### src/rtl/ccdseq_pkg.sv
package ccdseq_pkg;

    localparam int CFG_W  = 8;
    localparam int LINE_W = 20;

    typedef enum logic [2:0] {
        PH_IDLE,
        PH_GPRE,
        PH_XFER,
        PH_GPOST,
        PH_READ
    } phase_e;

    typedef enum logic [1:0] {
        PX_NONE,
        PX_PRE,
        PX_USE,
        PX_POST
    } pixclass_e;

    typedef struct packed {
        logic [CFG_W-1:0]  half;
        logic [CFG_W-1:0]  xfer;
        logic [CFG_W-1:0]  guard;
        logic [CFG_W-1:0]  post;
        logic              shut_en;
        logic [LINE_W-1:0] shut_at;
        logic [CFG_W-1:0]  shut_len;
        logic              rst_hold;
    } line_cfg_t;

    function automatic logic [CFG_W-1:0] floor_to(input logic [CFG_W-1:0] v,
                                                  input int unsigned      m);
        return (v < CFG_W'(m)) ? CFG_W'(m) : v;
    endfunction

endpackage

### src/rtl/ccdseq_frame_ctrl.sv
module ccdseq_frame_ctrl
    import ccdseq_pkg::*;
#(
    parameter int CW = CFG_W,
    parameter int LW = LINE_W
) (
    input  logic          clk,
    input  logic          rst,
    input  logic          accept,
    input  logic [CW-1:0] guard_len,
    input  logic [CW-1:0] xfer_len,
    input  logic          read_done,
    output phase_e        phase,
    output logic [LW-1:0] line_time,
    output logic          line_start
);
    phase_e        ph_q;
    logic [CW-1:0] cnt_q;
    logic [CW-1:0] guard_last;
    logic [CW-1:0] xfer_last;

    assign guard_last = CW'(guard_len - 1'b1);
    assign xfer_last  = CW'(xfer_len - 1'b1);

    always_ff @(posedge clk) begin
        if (rst) begin
            ph_q      <= PH_IDLE;
            cnt_q     <= '0;
            line_time <= '0;
        end else begin
            if (ph_q != PH_IDLE && line_time != '1)
                line_time <= line_time + 1'b1;
            case (ph_q)
                PH_IDLE: begin
                    if (accept) begin
                        ph_q      <= PH_GPRE;
                        cnt_q     <= '0;
                        line_time <= '0;
                    end
                end
                PH_GPRE: begin
                    if (cnt_q == guard_last) begin
                        ph_q  <= PH_XFER;
                        cnt_q <= '0;
                    end else cnt_q <= cnt_q + 1'b1;
                end
                PH_XFER: begin
                    if (cnt_q == xfer_last) begin
                        ph_q  <= PH_GPOST;
                        cnt_q <= '0;
                    end else cnt_q <= cnt_q + 1'b1;
                end
                PH_GPOST: begin
                    if (cnt_q == guard_last) begin
                        ph_q  <= PH_READ;
                        cnt_q <= '0;
                    end else cnt_q <= cnt_q + 1'b1;
                end
                PH_READ: begin
                    if (read_done) ph_q <= PH_IDLE;
                end
                default: ph_q <= PH_IDLE;
            endcase
        end
    end

    assign phase      = ph_q;
    assign line_start = (ph_q == PH_GPRE) && (line_time == '0);
endmodule

### src/rtl/ccdseq_readout.sv
module ccdseq_readout
    import ccdseq_pkg::*;
#(
    parameter int PRESCAN = 4,
    parameter int USEFUL  = 1024,
    parameter int IW      = 11,
    parameter int CW      = CFG_W
) (
    input  logic          clk,
    input  logic          rst,
    input  logic          active,
    input  logic [CW-1:0] half_len,
    input  logic [IW-1:0] elem_count,
    output logic          reg1,
    output logic          reg2,
    output logic          rst_pulse,
    output logic          pix_valid,
    output pixclass_e     pix_class,
    output logic [IW-1:0] pix_idx,
    output logic          last_cycle
);
    logic [CW-1:0] half_q;
    logic          second_q;
    logic [IW-1:0] idx_q;
    logic          half_end;
    logic          in_pre;
    logic          in_use;

    assign half_end = (half_q == CW'(half_len - 1'b1));

    always_ff @(posedge clk) begin
        if (rst || !active) begin
            half_q   <= '0;
            second_q <= 1'b0;
            idx_q    <= '0;
        end else if (half_end) begin
            half_q <= '0;
            if (second_q) begin
                second_q <= 1'b0;
                idx_q    <= idx_q + 1'b1;
            end else begin
                second_q <= 1'b1;
            end
        end else begin
            half_q <= half_q + 1'b1;
        end
    end

    generate
        if (PRESCAN == 0) begin : g_no_pre
            assign in_pre = 1'b0;
        end else begin : g_pre
            assign in_pre = (idx_q < IW'(PRESCAN));
        end
    endgenerate

    assign in_use = (idx_q < IW'(PRESCAN + USEFUL));

    assign reg1       = active ? second_q : 1'b1;
    assign reg2       = active && !second_q;
    assign rst_pulse  = active && !second_q && (half_q == '0);
    assign pix_valid  = active && second_q && (half_q == '0);
    assign pix_idx    = pix_valid ? idx_q : '0;
    assign last_cycle = active && second_q && half_end
                        && (idx_q == IW'(elem_count - 1'b1));

    always_comb begin
        if (!pix_valid)  pix_class = PX_NONE;
        else if (in_pre) pix_class = PX_PRE;
        else if (in_use) pix_class = PX_USE;
        else             pix_class = PX_POST;
    end
endmodule

### src/rtl/ccdseq_shutter.sv
module ccdseq_shutter
    import ccdseq_pkg::*;
#(
    parameter int CW = CFG_W,
    parameter int LW = LINE_W
) (
    input  logic          clk,
    input  logic          rst,
    input  logic          line_active,
    input  logic [LW-1:0] line_time,
    input  logic          enable,
    input  logic [LW-1:0] start_at,
    input  logic [CW-1:0] width,
    output logic          gate
);
    logic          on_q;
    logic [CW-1:0] cnt_q;
    logic          fire;

    assign fire = line_active && enable && (line_time == start_at) && !on_q;

    always_ff @(posedge clk) begin
        if (rst) begin
            on_q  <= 1'b0;
            cnt_q <= '0;
        end else if (fire) begin
            on_q  <= 1'b1;
            cnt_q <= '0;
        end else if (on_q) begin
            if (cnt_q == CW'(width - 1'b1)) on_q <= 1'b0;
            else                            cnt_q <= cnt_q + 1'b1;
        end
    end

    assign gate = on_q;
endmodule

### src/rtl/ccd_line_sequencer.sv
module ccd_line_sequencer
    import ccdseq_pkg::*;
#(
    parameter int PRESCAN   = 4,
    parameter int USEFUL    = 1024,
    parameter int HALF_MIN  = 1,
    parameter int XFER_MIN  = 16,
    parameter int GUARD_MIN = 1,
    parameter int SHUT_MIN  = 10,
    localparam int IDX_W    = $clog2(PRESCAN + USEFUL + (1 << CFG_W))
) (
    input  logic              clk,
    input  logic              rst,
    input  logic              start,
    input  logic [CFG_W-1:0]  cfg_half,
    input  logic [CFG_W-1:0]  cfg_xfer,
    input  logic [CFG_W-1:0]  cfg_guard,
    input  logic [CFG_W-1:0]  cfg_post,
    input  logic              cfg_shut_en,
    input  logic [LINE_W-1:0] cfg_shut_at,
    input  logic [CFG_W-1:0]  cfg_shut_len,
    input  logic              cfg_rst_hold,
    output logic              busy,
    output logic              line_start,
    output logic              xfer_gate,
    output logic              reg_clk1,
    output logic              reg_clk2,
    output logic              rst_clk,
    output logic              ab_gate,
    output logic              pixel_valid,
    output logic              is_prescan,
    output logic              is_useful,
    output logic              is_postscan,
    output logic [IDX_W-1:0]  pixel_index
);
    line_cfg_t         cfg_q;
    phase_e            phase;
    logic [LINE_W-1:0] line_time;
    logic              accept;
    logic              read_done;
    logic              rst_pulse;
    logic              in_xfer_period;
    pixclass_e         pix_class;
    logic [IDX_W-1:0]  elem_count;

    assign accept = start && !busy;

    always_ff @(posedge clk) begin
        if (rst) begin
            cfg_q <= '0;
        end else if (accept) begin
            cfg_q.half     <= floor_to(cfg_half, HALF_MIN);
            cfg_q.xfer     <= floor_to(cfg_xfer, XFER_MIN);
            cfg_q.guard    <= floor_to(cfg_guard, GUARD_MIN);
            cfg_q.post     <= cfg_post;
            cfg_q.shut_en  <= cfg_shut_en;
            cfg_q.shut_at  <= cfg_shut_at;
            cfg_q.shut_len <= floor_to(cfg_shut_len, SHUT_MIN);
            cfg_q.rst_hold <= cfg_rst_hold;
        end
    end

    assign elem_count = IDX_W'(PRESCAN + USEFUL) + IDX_W'(cfg_q.post);

    ccdseq_frame_ctrl #(.CW(CFG_W), .LW(LINE_W)) u_frame (
        .clk        (clk),
        .rst        (rst),
        .accept     (accept),
        .guard_len  (cfg_q.guard),
        .xfer_len   (cfg_q.xfer),
        .read_done  (read_done),
        .phase      (phase),
        .line_time  (line_time),
        .line_start (line_start)
    );

    ccdseq_readout #(
        .PRESCAN (PRESCAN),
        .USEFUL  (USEFUL),
        .IW      (IDX_W),
        .CW      (CFG_W)
    ) u_read (
        .clk        (clk),
        .rst        (rst),
        .active     (phase == PH_READ),
        .half_len   (cfg_q.half),
        .elem_count (elem_count),
        .reg1       (reg_clk1),
        .reg2       (reg_clk2),
        .rst_pulse  (rst_pulse),
        .pix_valid  (pixel_valid),
        .pix_class  (pix_class),
        .pix_idx    (pixel_index),
        .last_cycle (read_done)
    );

    ccdseq_shutter #(.CW(CFG_W), .LW(LINE_W)) u_shut (
        .clk         (clk),
        .rst         (rst),
        .line_active (phase != PH_IDLE),
        .line_time   (line_time),
        .enable      (cfg_q.shut_en),
        .start_at    (cfg_q.shut_at),
        .width       (cfg_q.shut_len),
        .gate        (ab_gate)
    );

    assign in_xfer_period = (phase == PH_GPRE) || (phase == PH_XFER) || (phase == PH_GPOST);
    assign xfer_gate      = (phase == PH_XFER);
    assign rst_clk        = rst_pulse || (in_xfer_period && cfg_q.rst_hold);
    assign busy           = (phase != PH_IDLE) || ab_gate;
    assign is_prescan     = (pix_class == PX_PRE);
    assign is_useful      = (pix_class == PX_USE);
    assign is_postscan    = (pix_class == PX_POST);
endmodule

### config.mk
export PLATFORM = sky130hd
export DESIGN_NAME = ccd_line_sequencer
export DESIGN_NICKNAME = d
export VERILOG_FILES = /design/src/rtl/ccdseq_pkg.sv /design/src/rtl/ccdseq_frame_ctrl.sv /design/src/rtl/ccdseq_readout.sv /design/src/rtl/ccdseq_shutter.sv /design/src/rtl/ccd_line_sequencer.sv
export SDC_FILE = /design/constraint.sdc
export NUM_CORES = 1
export LEC_CHECK = 0
export BUFFER_PORTS_ARGS = -buffer_cell sky130_fd_sc_hd__buf_2
export CAP_MARGIN = 30
export CORE_MARGIN = 1
export CORE_UTILIZATION = 40
export DETAILED_ROUTE_END_ITERATION = 10
export PLACE_DENSITY = 0.7
export SYNTH_ARGS = -nofsm -noshare
export SYNTH_HDL_FRONTEND = slang
export SYNTH_SLANG_ARGS = --single-unit
### constraint.sdc
create_clock -name clk -period 3.4 [get_ports clk]
set_input_delay 0.68 -clock clk [delete_from_list [all_inputs] [get_ports clk]]
set_output_delay 0.68 -clock clk [all_outputs]
set_load 0.02 [all_outputs]
---- Yosys cells after proc, flatten, opt, wreduce, memory -nomap -nowiden ----
Index checks and enable logic that the tools add are counted.
Widths: inputs -> output; s select.
storage, ports and cells
  register bits after elaboration ......... 122
  input bits .............................. 65
  logic and storage cells ................. 113
operators by class
  add/subtract/negate cells ............... 11
  magnitude comparators ................... 6
  equality and inequality tests ........... 19
  muxes and demuxes ....................... 26
  bitwise logic cells ..................... 1
  reductions and logical operators ........ 34
operator list
  kind                   number
  $mux 20                3
  $mux 8                 7
  $eq 8x8->1             4
  $sub 8x1->8 const B    4
  $add 8x1->8 const B    3
  $pmux 8 s3             1
  $add 20x1->20 const B  1
  $eq 20x20->1           1
  $logic_not 20->1       1
  $ne 20x20->1 const B   1
  $lt 8x1->1 const B     2
  $mux 3                 5
  $pmux 3 s5             1
  $logic_and 1x1->1      13
  $add 11x1->11 const B  1
  $add 11x8->11 const A  1
  $eq 11x11->1           1
  $lt 11x11->1 const B   1
  $lt 11x3->1 const B    1
  $mux 11                1
  $sub 11x1->11 const B  1
  $logic_not 8->1        1
  $lt 8x4->1 const B     1
  $lt 8x5->1 const B     1
  other kinds (17)       40

---- Longest topological paths before layout ----
Gate-level depths: netlist of the first run.
  depth after elaboration ................. 6
  mapped depth ............................ 10
  gate-level depth less buffers ........... 9

---- By module ----
From an unflattened synthesis of the first run, not the netlist that was laid out.
unflattened totals
  cells, all modules ...................... 905
  area, all modules ....................... 7492.2 sq um
modules (own cells, without submodules)
  module              times used  cells an instance  area each (sq um)  sequential area each (sq um)
  ccd_line_sequencer  1           315                2717.6             1241.2
  ccdseq_frame_ctrl   1           252                2045.7             620.6
  ccdseq_readout      1           229                1840.5             400.4
  ccdseq_shutter      1           109                888.4              180.2

---- Least setup slack after synthesis of the first run ----
OpenSTA, ideal clock, no wires.
  path kind ............................... register to output
  from .................................... register u_read.half_q[0]
  to ...................................... output port is_useful
  arrival ................................. 2.232 ns
  required time ........................... 2.720 ns
  setup slack ............................. 0.488 ns
  cell stages (with the launch flop) ...... 8
  buffers on the path ..................... 1
  cells stage by stage .................... dfxtp_1 -> inv_1 -> ha_1 -> or4b_2 -> nor4_1 -> and4_1 -> clkbuf_1 -> and2_1
on the way
  word-level cells in the longest chain between the ends .. 4
ends and longest elaborated chain
  item                    RTL line                   text
  start, declared         ccdseq_readout.sv:22       logic [CW-1:0] half_q;
  start signal, assigned  ccdseq_readout.sv:45       half_q <= half_q + 1'b1;
  $logic_not 8->1         ccdseq_readout.sv:62       assign pix_valid = active && second_q && (half_q == '0);
  $logic_and 1x1->1       ccdseq_readout.sv:62
  named net pixel_valid   ccd_line_sequencer.sv:30   output logic pixel_valid,
  $mux 2                  ccdseq_readout.sv:68       if (!pix_valid) pix_class = PX_NONE;
  $eq 2x2->1              ccd_line_sequencer.sv:113  assign is_useful = (pix_class == PX_USE);
  end, declared           ccd_line_sequencer.sv:32   output logic is_useful,
The timed path passes the listed nets, and every way through them passes these cells.

---- Worst setup path in the final report of the first run ----
  from .................................... register u_read.half_q[0]
  to ...................................... output port pixel_index[8]
on the way
  word-level cells in the longest chain between the ends .. 3
ends and longest elaborated chain
  item               RTL line                  text
  $logic_not 8->1    ccdseq_readout.sv:62
  $logic_and 1x1->1  ccdseq_readout.sv:62
  $mux 11            ccdseq_readout.sv:63      assign pix_idx = pix_valid ? idx_q : '0;
  end, declared      ccd_line_sequencer.sv:34  output logic [IDX_W-1:0] pixel_index
Every way passes these cells.

==> results of run 1 <==
-- logic make-up (layout without fill, tap and decap cells) --
kind of cell / after synthesis / count (layout) / share of synthesized area, %
buffers and inverters: 70 / 150 / 4.11
DFF: 122 / 122 / 36.8
and+or+nand+nor: 375 / 375 / 27.6
xor gates and xnor gates: 109 / 109 / 14.4
muxes: 2 / 2 / 0.302
adders and majority gates: 12 / 12 / 2.26
AOI/OAI and AO/OA: 148 / 148 / 14.6
-- final cells by class --
class,count,area (um2)
fillers,1539,8170
multi-input cells,646,3950
flip-flops and latches,122,2440
repair buffers,94,503
clock buffers,18,439
well taps,216,270
clock inverters,14,196
inverters,24,90.1
-- worst max-delay path by stage --
| stage | from | to | slack (ns) |
|---|---|---|---|
| 5_1_grt | u_read.half_q[0] | pixel_index[9] | 0.04 |
| 6_report | u_read.half_q[0] | pixel_index[8] | 0.20 |
| 3_5_place_dp | u_read.half_q[0] | is_prescan | 0.33 |
| 3_3_place_gp | u_read.half_q[0] | is_prescan | 0.41 |
| 2_1_floorplan | u_read.half_q[0] | is_useful | 0.49 |
| 4_1_cts | u_read.half_q[0] | is_prescan | 0.04 |
-- worst reg2reg max path, cell delays in order (launching register included) --
cell,delay (ns)
dfxtp_1,0.35
inv_1,0.09
ha_1,0.19
or3b_4,0.40
nor4_2,0.14
o21ai_1,0.12
a2111oi_4,0.52
nand3_2,0.36
or4_1,0.58
a21oi_1,0.17
-- cells in the mapped netlist (6+ instances only) --
cell,instances
a211oi_1,9
a21oi_1,74
and2_1,13
and3_1,16
buf_1,6
clkbuf_1,37
dfxtp_1,122
ha_1,12
inv_1,24
nand2_1,141
nand2b_1,8
nand3_1,28
nand4_1,16
nor2_1,66
nor3_1,25
nor3b_1,6
nor4_1,19
o21ai_0,14
or3_1,6
or4_1,8
xnor2_1,66
xor2_1,43
-- state kept, by name (all words and copies together) (netlist names) --
register           flops
u_frame.line_time     20
u_read.idx_q          11
u_read.half_q          8
u_read.second_q        1
u_shut.cnt_q           8
u_shut.gate            1
u_frame.phase          3
u_frame.cnt_q          8
cfg_q                 62
-- metal layers --
layer | up-vias | GRT usage [%] | share of wire [%]
li1 | 3051 | - | -
met1 | 2736 | 26.0 | 47
met2 | 132 | 31.5 | 46
met3 | 17 | 4.11 | 5.4
met4 | 0 | 6.96 | 1.2
met5 | - | 0 | 0
-- metrics by stage --
stage	hold slack [ns]	instance area, um2	instances
floorplan	0.432	6640	838
global placement	0.450	7220	1100
detailed placement	0.449	7220	1100
CTS	0.456	7860	1132
global route	0.481	7890	1134
finish	0.454	7890	1134
-- power by group --
group,switching (mW),total [mW],internal (mW)
Sequential,0.0706,1.56,1.49
Combinational,0.264,0.475,0.211
Clock,0.683,1.93,1.25
Total,1.02,3.96,2.95
-- what timing repair did --
action                     4_1_cts  5_1_grt
pin swaps                        0        1
gates resized for setup          2        2
setup buffers                    0        2
hold buffers                     0        0
setup endpoints to repair       14       14
==> results.toml, run 1 <==
[setup_path]
reg2reg_to = "u_read.idx_q[10]"
cp.required_ns = 2.72
r2r_start = "cfg_q[54]"
max_stage_delay_ns = 0.63
cp_slowest_cell = "or4b_2"
arrival_ns = 2.52
cp-end-kind = "output pin"
worstRegToRegCells = 9
crit_cells = 8
path_buf_inv = 3
crit_chain = "inv_1, ha_1, or4b_2, nor4_4, and4_4, buf_4, and2_1, buf_2"
worstSetupPathType = "flop to output pin"
rrSetupSlack_ns = 0.41
crit_fanout = 9
worstSetupStartpointType = "flop"
cp_top_family = "simple AND/OR/NAND/NOR gates"

[die]
die_area_um2 = 17100
core_area_um2 = 16100
io_pins = 87
row_count = 46
start_util_pct = 41.4
die_h_um = 131
die_w_um = 131

[sta]
rsz0062_at_grt = "false"
fmax_ghz = 0.313
period_minus_slack_ns = 3.20
min_period_over_period_pct = 94.1
slew_violations = 0
max-slew-margin-rel_pct = 45.7
worstMarginPinSlew_ns = 0.795
worst_slack_ns = 0.201
finalSetupViolations = 0
finalHoldViolations = 0
setup_tns_ns = 0
finClkSkew_ns = 0.0101

[clock_network]
worstSkewPairLatency_ns = 0.42
cts_buffers = 17
cts_tree = "built"
cts.htree.levels = 4
cts_sinks = 122
cts_root_buf = "clkbuf_16"
path_clk_slew_ns = 0.06
clockBufferDepth = 2

[synthesis]
yosysSeqAreaShare_pct = 36.8
ys_ff_latch = 122
synth_flop_cell = "dfxtp_1"
synthesis.area_um2 = 6640
syn_inst = 838
synth_area_per_cell_um2 = 7.92
synthTopCellsByArea = "dfxtp_1, xnor2_1, nand2_1"
syn_nets = 915
synth_edf_count = 0
async_reset_ff_share_pct = 0
synth_top_area_share_pct = 36.8
yosys_warnings = 0
yosysTopAreaCell = "dfxtp_1"
ys_types = 65

[placed_design]
gp_congestion = 0.849
hpwlAfterDp_um = 11000
io_buffers = 86
dp_slack_ns = 0.331

[worst_hold_path]
hp-class = "flop to flop"
min-delay-start = "cfg_q[0]"
whs_path_depth = 2
min_to = "cfg_q[0]"

[run_status]
status = "complete, no violations"

[route]
ant_nets = 0
via_count = 5936
drc_errors = 0
wl_um = 15500
viasPerCell = 5.23
drtIter0Drc = 290
drt_first_pass_iters = 4
wl_per_cell_um = 13.7

[global_routing]
grt_pass1_vias = 5580
gr-total-overflow = 0
track_usage_pct = 19.6
grt_max_degree = 51
grt_first_pass_wirelength_um = 26700
antenna_found_initial = 0

[final_layout]
nets = 982
final_util_pct = 49.1
most-common-layout-cells = "nand2_1, dfxtp_1, buf_2"
drive_gt1_share_pct = 15.6
syn_to_final_growth_pct = 18.8
final_common_cell = "nand2_1"
antenna_cells = 0

[power]
leakage_nw = 2.98
powerDensity_nw_per_um2 = 503
total_power_mw = 3.96
irDropWorstVdd_uv = 400

[flow_run]
maxCapViolCount = 0
Power figures use the tool's default switching activity.
==> inputs of run 2 (changes only) <==
==> constraint.sdc (replaced) <==
create_clock -name clk -period 4.1 [get_ports clk]
set_input_delay 0.82 -clock clk [delete_from_list [all_inputs] [get_ports clk]]
set_output_delay 0.82 -clock clk [all_outputs]
set_load 0.02 [all_outputs]
==> run 2 against run 1 <==
Worst setup slack gained 0.28 ns. Routed wire length down 1.3%. Die area unchanged. Cell count is 0.18% lower. Clock skew decreased by 0.0036 ns. First-iteration DRC count unchanged. Sequential power shrank 17%. Critical path type unchanged. Largest power group unchanged.
==> results.toml, run 2 (synthesis results as in run 1) <==
[final_layout]
antenna_cells = 0
largest_reg_flops = 62
final_common_cell = "nand2_1"
syn_to_final_growth_pct = 17.2
largest-register = "cfg_q"
fillers = 1535
final_util_pct = 48.5
nets = 981
most-common-layout-cells = "nand2_1, dfxtp_1, buf_2"
top_regs = "cfg_q (62), u_frame.line_time (20), u_read.idx_q (11)"
drive_gt1_share_pct = 15.0

[die]
die_h_um = 131
row_count = 46
die_w_um = 131
io_pins = 87
die_area_um2 = 17100
core_area_um2 = 16100
start_util_pct = 41.4

[global_routing]
gr-total-overflow = 0
track_usage_pct = 19.2
grt_max_degree = 44
grt_pass1_vias = 5364
antenna_found_initial = 0
grt_first_pass_wirelength_um = 25800

[setup_path]
arrival_ns = 2.80
cp-end-kind = "output pin"
rrSetupSlack_ns = 1.10
reg2reg_to = "u_read.idx_q[10]"
worstSetupPathType = "flop to output pin"
crit_start = "u_read.half_q[0]"
worstSetupStartpointType = "flop"
cp.required_ns = 3.28
crit_fanout = 15
worstRegToRegCells = 9
r2r_start = "cfg_q[54]"

[sta]
finClkSkew_ns = 0.00650
worst_slack_ns = 0.478
rsz0062_at_grt = "false"
slew_violations = 0
setup_tns_ns = 0
period_minus_slack_ns = 3.62
worstMarginPinSlew_ns = 0.956
min_period_over_period_pct = 88.3
finalSetupViolations = 0
finalHoldViolations = 0
fmax_ghz = 0.276
max-slew-margin-rel_pct = 34.6

[worst_hold_path]
min-delay-start = "cfg_q[29]"
hp-class = "flop to flop"
whs_path_depth = 2
min_to = "cfg_q[29]"

[placed_design]
gp_congestion = 0.855
io_buffers = 86
dp_slack_ns = 0.877
hpwlAfterDp_um = 11100

[clock_network]
cts_tree = "built"
path_clk_slew_ns = 0.06
worstSkewPairLatency_ns = 0.41
cts_sinks = 122
clockBufferDepth = 2
postCtsResizedCells = 0
hold_buffers = 0
cts_root_buf = "clkbuf_16"
cts_setup_buffers = 0
cts_buffers = 17
cts.htree.levels = 4

[power]
powerDensity_nw_per_um2 = 401
leakage_nw = 2.95
irDropWorstVdd_uv = 320

[route]
viasPerCell = 5.18
wl_per_cell_um = 13.5
ant_nets = 0
drt_first_pass_iters = 5
via_count = 5867
drc_errors = 0
drtIter0Drc = 290
wl_um = 15300

[run_status]
status = "complete, no violations"

[flow_run]
maxCapViolCount = 0
run 2: final cells by class:
cell class / count / area, um2 / area share (%)
repair buffers: 93 / 483 / 6.21
flip-flops and latches: 122 / 2440 / 31.4
clock inverters: 7 / 65.1 / 0.836
clock buffers: 24 / 502 / 6.45
inverters: 24 / 90.1 / 1.16
well taps: 216 / 270 / 3.47
multi-input cells: 646 / 3930 / 50.5
run 2: worst max-delay path by stage:
stage                 end
2_1_floorplan   is_useful
3_3_place_gp   is_prescan
3_5_place_dp   is_prescan
4_1_cts        is_prescan
5_1_grt        is_prescan
6_report       is_prescan
run 2: routing by layer:
metal  GRT usage (%)  up-vias  wire, um
li1                -     3041         -
met4            6.09        0       181
met2            31.0       94      7040
met1            25.2     2717      7510
met5               0        -         0
met3            4.68       15       577
run 2: per-stage QoR:
stage	instance area (um2)	hold slack (ns)	instances	total power, mW
after floorplan	6640	0.432	838	1.60
after global placement	7220	0.449	1101	1.70
after detailed placement	7220	0.454	1101	1.71
after CTS	7780	0.462	1132	3.14
after global routing	7780	0.486	1132	3.25
final	7780	0.466	1132	3.12
run 2: power by group:
| group | leakage, nW | switching (mW) | internal [mW] |
|---|---|---|---|
| sequential | 0.993 | 0.0590 | 1.24 |
| clock | 0.278 | 0.525 | 0.905 |
| combinational | 1.67 | 0.217 | 0.174 |
| total | 2.95 | 0.801 | 2.32 |
run 2: worst max-delay path, stage by stage (launching register included):
cell,delay [ns]
dfxtp_1,0.37
inv_1,0.08
ha_1,0.14
or4b_2,0.59
nor4_1,0.26
and4_1,0.53
nor3b_1,0.23
buf_2,0.19
==> inputs of run 3 (changes only) <==
--- a/config.mk
+++ b/config.mk
@@ -9,6 +9,7 @@
 export CAP_MARGIN = 30
 export CORE_MARGIN = 1
 export CORE_UTILIZATION = 40
+export CTS_CLUSTER_DIAMETER = 60
 export DETAILED_ROUTE_END_ITERATION = 10
 export PLACE_DENSITY = 0.7
 export SYNTH_ARGS = -nofsm -noshare
==> constraint.sdc (replaced) <==
create_clock -name clk -period 3.75 [get_ports clk]
set_input_delay 0.75 -clock clk [delete_from_list [all_inputs] [get_ports clk]]
set_output_delay 0.75 -clock clk [all_outputs]
set_load 0.02 [all_outputs]
==> run 3 against run 2 <==
Global-route usage up 0.18 points. Sequential share of layout area shrank 0.20 points. Register-to-register slack got worse by 0.32 ns. Sequential cell count is the same. Critical endpoint unchanged. Highest routed layer unchanged.
==> results.toml, run 3 (synthesis results as in run 1) <==
[setup_path]
crit_fanout = 15
worstSetupPathType = "flop to output pin"
worstSetupStartpointType = "flop"
cp.required_ns = 3.00
cp-end-kind = "output pin"
arrival_ns = 2.66

[sta]
fin_hold_ws_ns = 0.455
rsz0062_at_grt = "false"
min_period_over_period_pct = 90.8
period_minus_slack_ns = 3.41
finalSetupViolations = 0
fmax_ghz = 0.294
setup_tns_ns = 0
slew_violations = 0
finalHoldViolations = 0
worst_slack_ns = 0.345
finClkSkew_ns = 0.00708
max-slew-margin-rel_pct = 36.5
worstMarginPinSlew_ns = 0.928

[run_status]
status = "complete, no violations"

[clock_network]
worstSkewPairLatency_ns = 0.42
cts_sinks = 122
clockBufferDepth = 2
path_clk_slew_ns = 0.05
cts_buffers = 17
cts_root_buf = "clkbuf_16"
cts_tree = "built"
cts.htree.levels = 4
hold_buffers = 0

[global_routing]
use_met2_pct = 31.0
gr-total-overflow = 0
track_usage_pct = 19.4
grt_pass1_vias = 5601
antenna_found_initial = 0
grt_first_pass_wirelength_um = 26300
grtUsageMet3_pct = 4.85
grt_util_met1_pct = 25.2
grt_max_degree = 52
grt-busiest-layer = "met2"

[route]
drtIter0Drc = 330
drc_errors = 0
viasPerCell = 5.18
via_count = 5860
wl_um = 15400
drt_first_pass_iters = 4
ant_nets = 0
wl_per_cell_um = 13.6

[die]
row_count = 46
core_area_um2 = 16100
start_util_pct = 41.4
die_w_um = 131
die_h_um = 131
io_pins = 87
die_area_um2 = 17100

[placed_design]
hpwlAfterDp_um = 11200
dpl.cell_count = 1101
io_buffers = 86
gp_congestion = 0.847
dp_slack_ns = 0.625

[final_layout]
fin_cells = 1131
top_regs = "cfg_q (62), u_frame.line_time (20), u_read.idx_q (11)"
final_common_cell = "nand2_1"
fillers = 1540
largest-register = "cfg_q"
drive_gt1_share_pct = 15.1
largest_reg_flops = 62
antenna_cells = 0
syn_to_final_growth_pct = 18.0
nets = 981
most-common-layout-cells = "nand2_1, dfxtp_1, buf_2"

[power]
irDropWorstVdd_uv = 323
leakage_nw = 2.97
total_power_mw = 3.52
powerDensity_nw_per_um2 = 449

[flow_run]
maxCapViolCount = 0

[worst_hold_path]
hp-class = "flop to flop"
## run 3: cell count changes in the layout (fill, tap and decap cells not counted)
cell,delta
bufinv_16,+2
and4_1,-1
and4_4,+1
buf_12,+1
buf_4,-1
clkbuf_1,-1
clkbuf_8,-1
clkinvlp_4,-1
## run 3: cell type report
cell class	instances	area, um2	share of cell area (%)
clock buffers	22	484	6.18
inverters	24	90.1	1.15
well taps	216	270	3.45
multi-input cells	646	3930	50.2
repair buffers	93	495	6.33
clock inverters	8	118	1.50
flip-flops and latches	122	2440	31.2
## run 3: critical path: stages (launching register included)
cell     delay [ns]
dfxtp_1        0.37
inv_1          0.08
ha_1           0.13
or4b_2         0.59
nor4_1         0.31
and4_4         0.38
nor3b_1        0.19
buf_2          0.19
## run 3: worst paths after layout
kind / start / to / slack [ns] / depth (start not counted)
hold / removal: cfg_q[0] / cfg_q[0] / 0.45 / 2
setup reg to reg: cfg_q[54] / u_read.idx_q[7] / 0.78 / 9
setup / recovery: u_read.half_q[0] / is_prescan / 0.34 / 7
hold reg to reg: cfg_q[0] / cfg_q[0] / 0.45 / 2
## run 3: repair_timing
item / in CTS / in global routing
endpoints found under the setup margin: 0 / 10
setup buffers: 0 / 0
resized for setup: 0 / 2
## run 3: per-stage QoR
stage | utilization, % | instance area [um2]
CTS | 48.8 | 7830
floorplan | - | 6640
global placement | 45.0 | 7230
global route | 48.8 | 7830
detailed placement | 45.0 | 7230
finish | 48.8 | 7830
## run 3: where the power goes
| group | total [mW] | switching (mW) | internal [mW] |
|---|---|---|---|
| sequential | 1.42 | 0.0635 | 1.35 |
| combinational | 0.431 | 0.238 | 0.193 |
| clock | 1.67 | 0.567 | 1.10 |
| total | 3.52 | 0.868 | 2.65 |
## run 3: metal layers
metal / wire, um / vias to the layer above / part of all wire [%]
met4: 216 / 0 / 1.4
met3: 748 / 19 / 4.9
met5: 0 / - / 0
met2: 6990 / 124 / 45
met1: 7450 / 2678 / 48
li1: - / 3039 / -
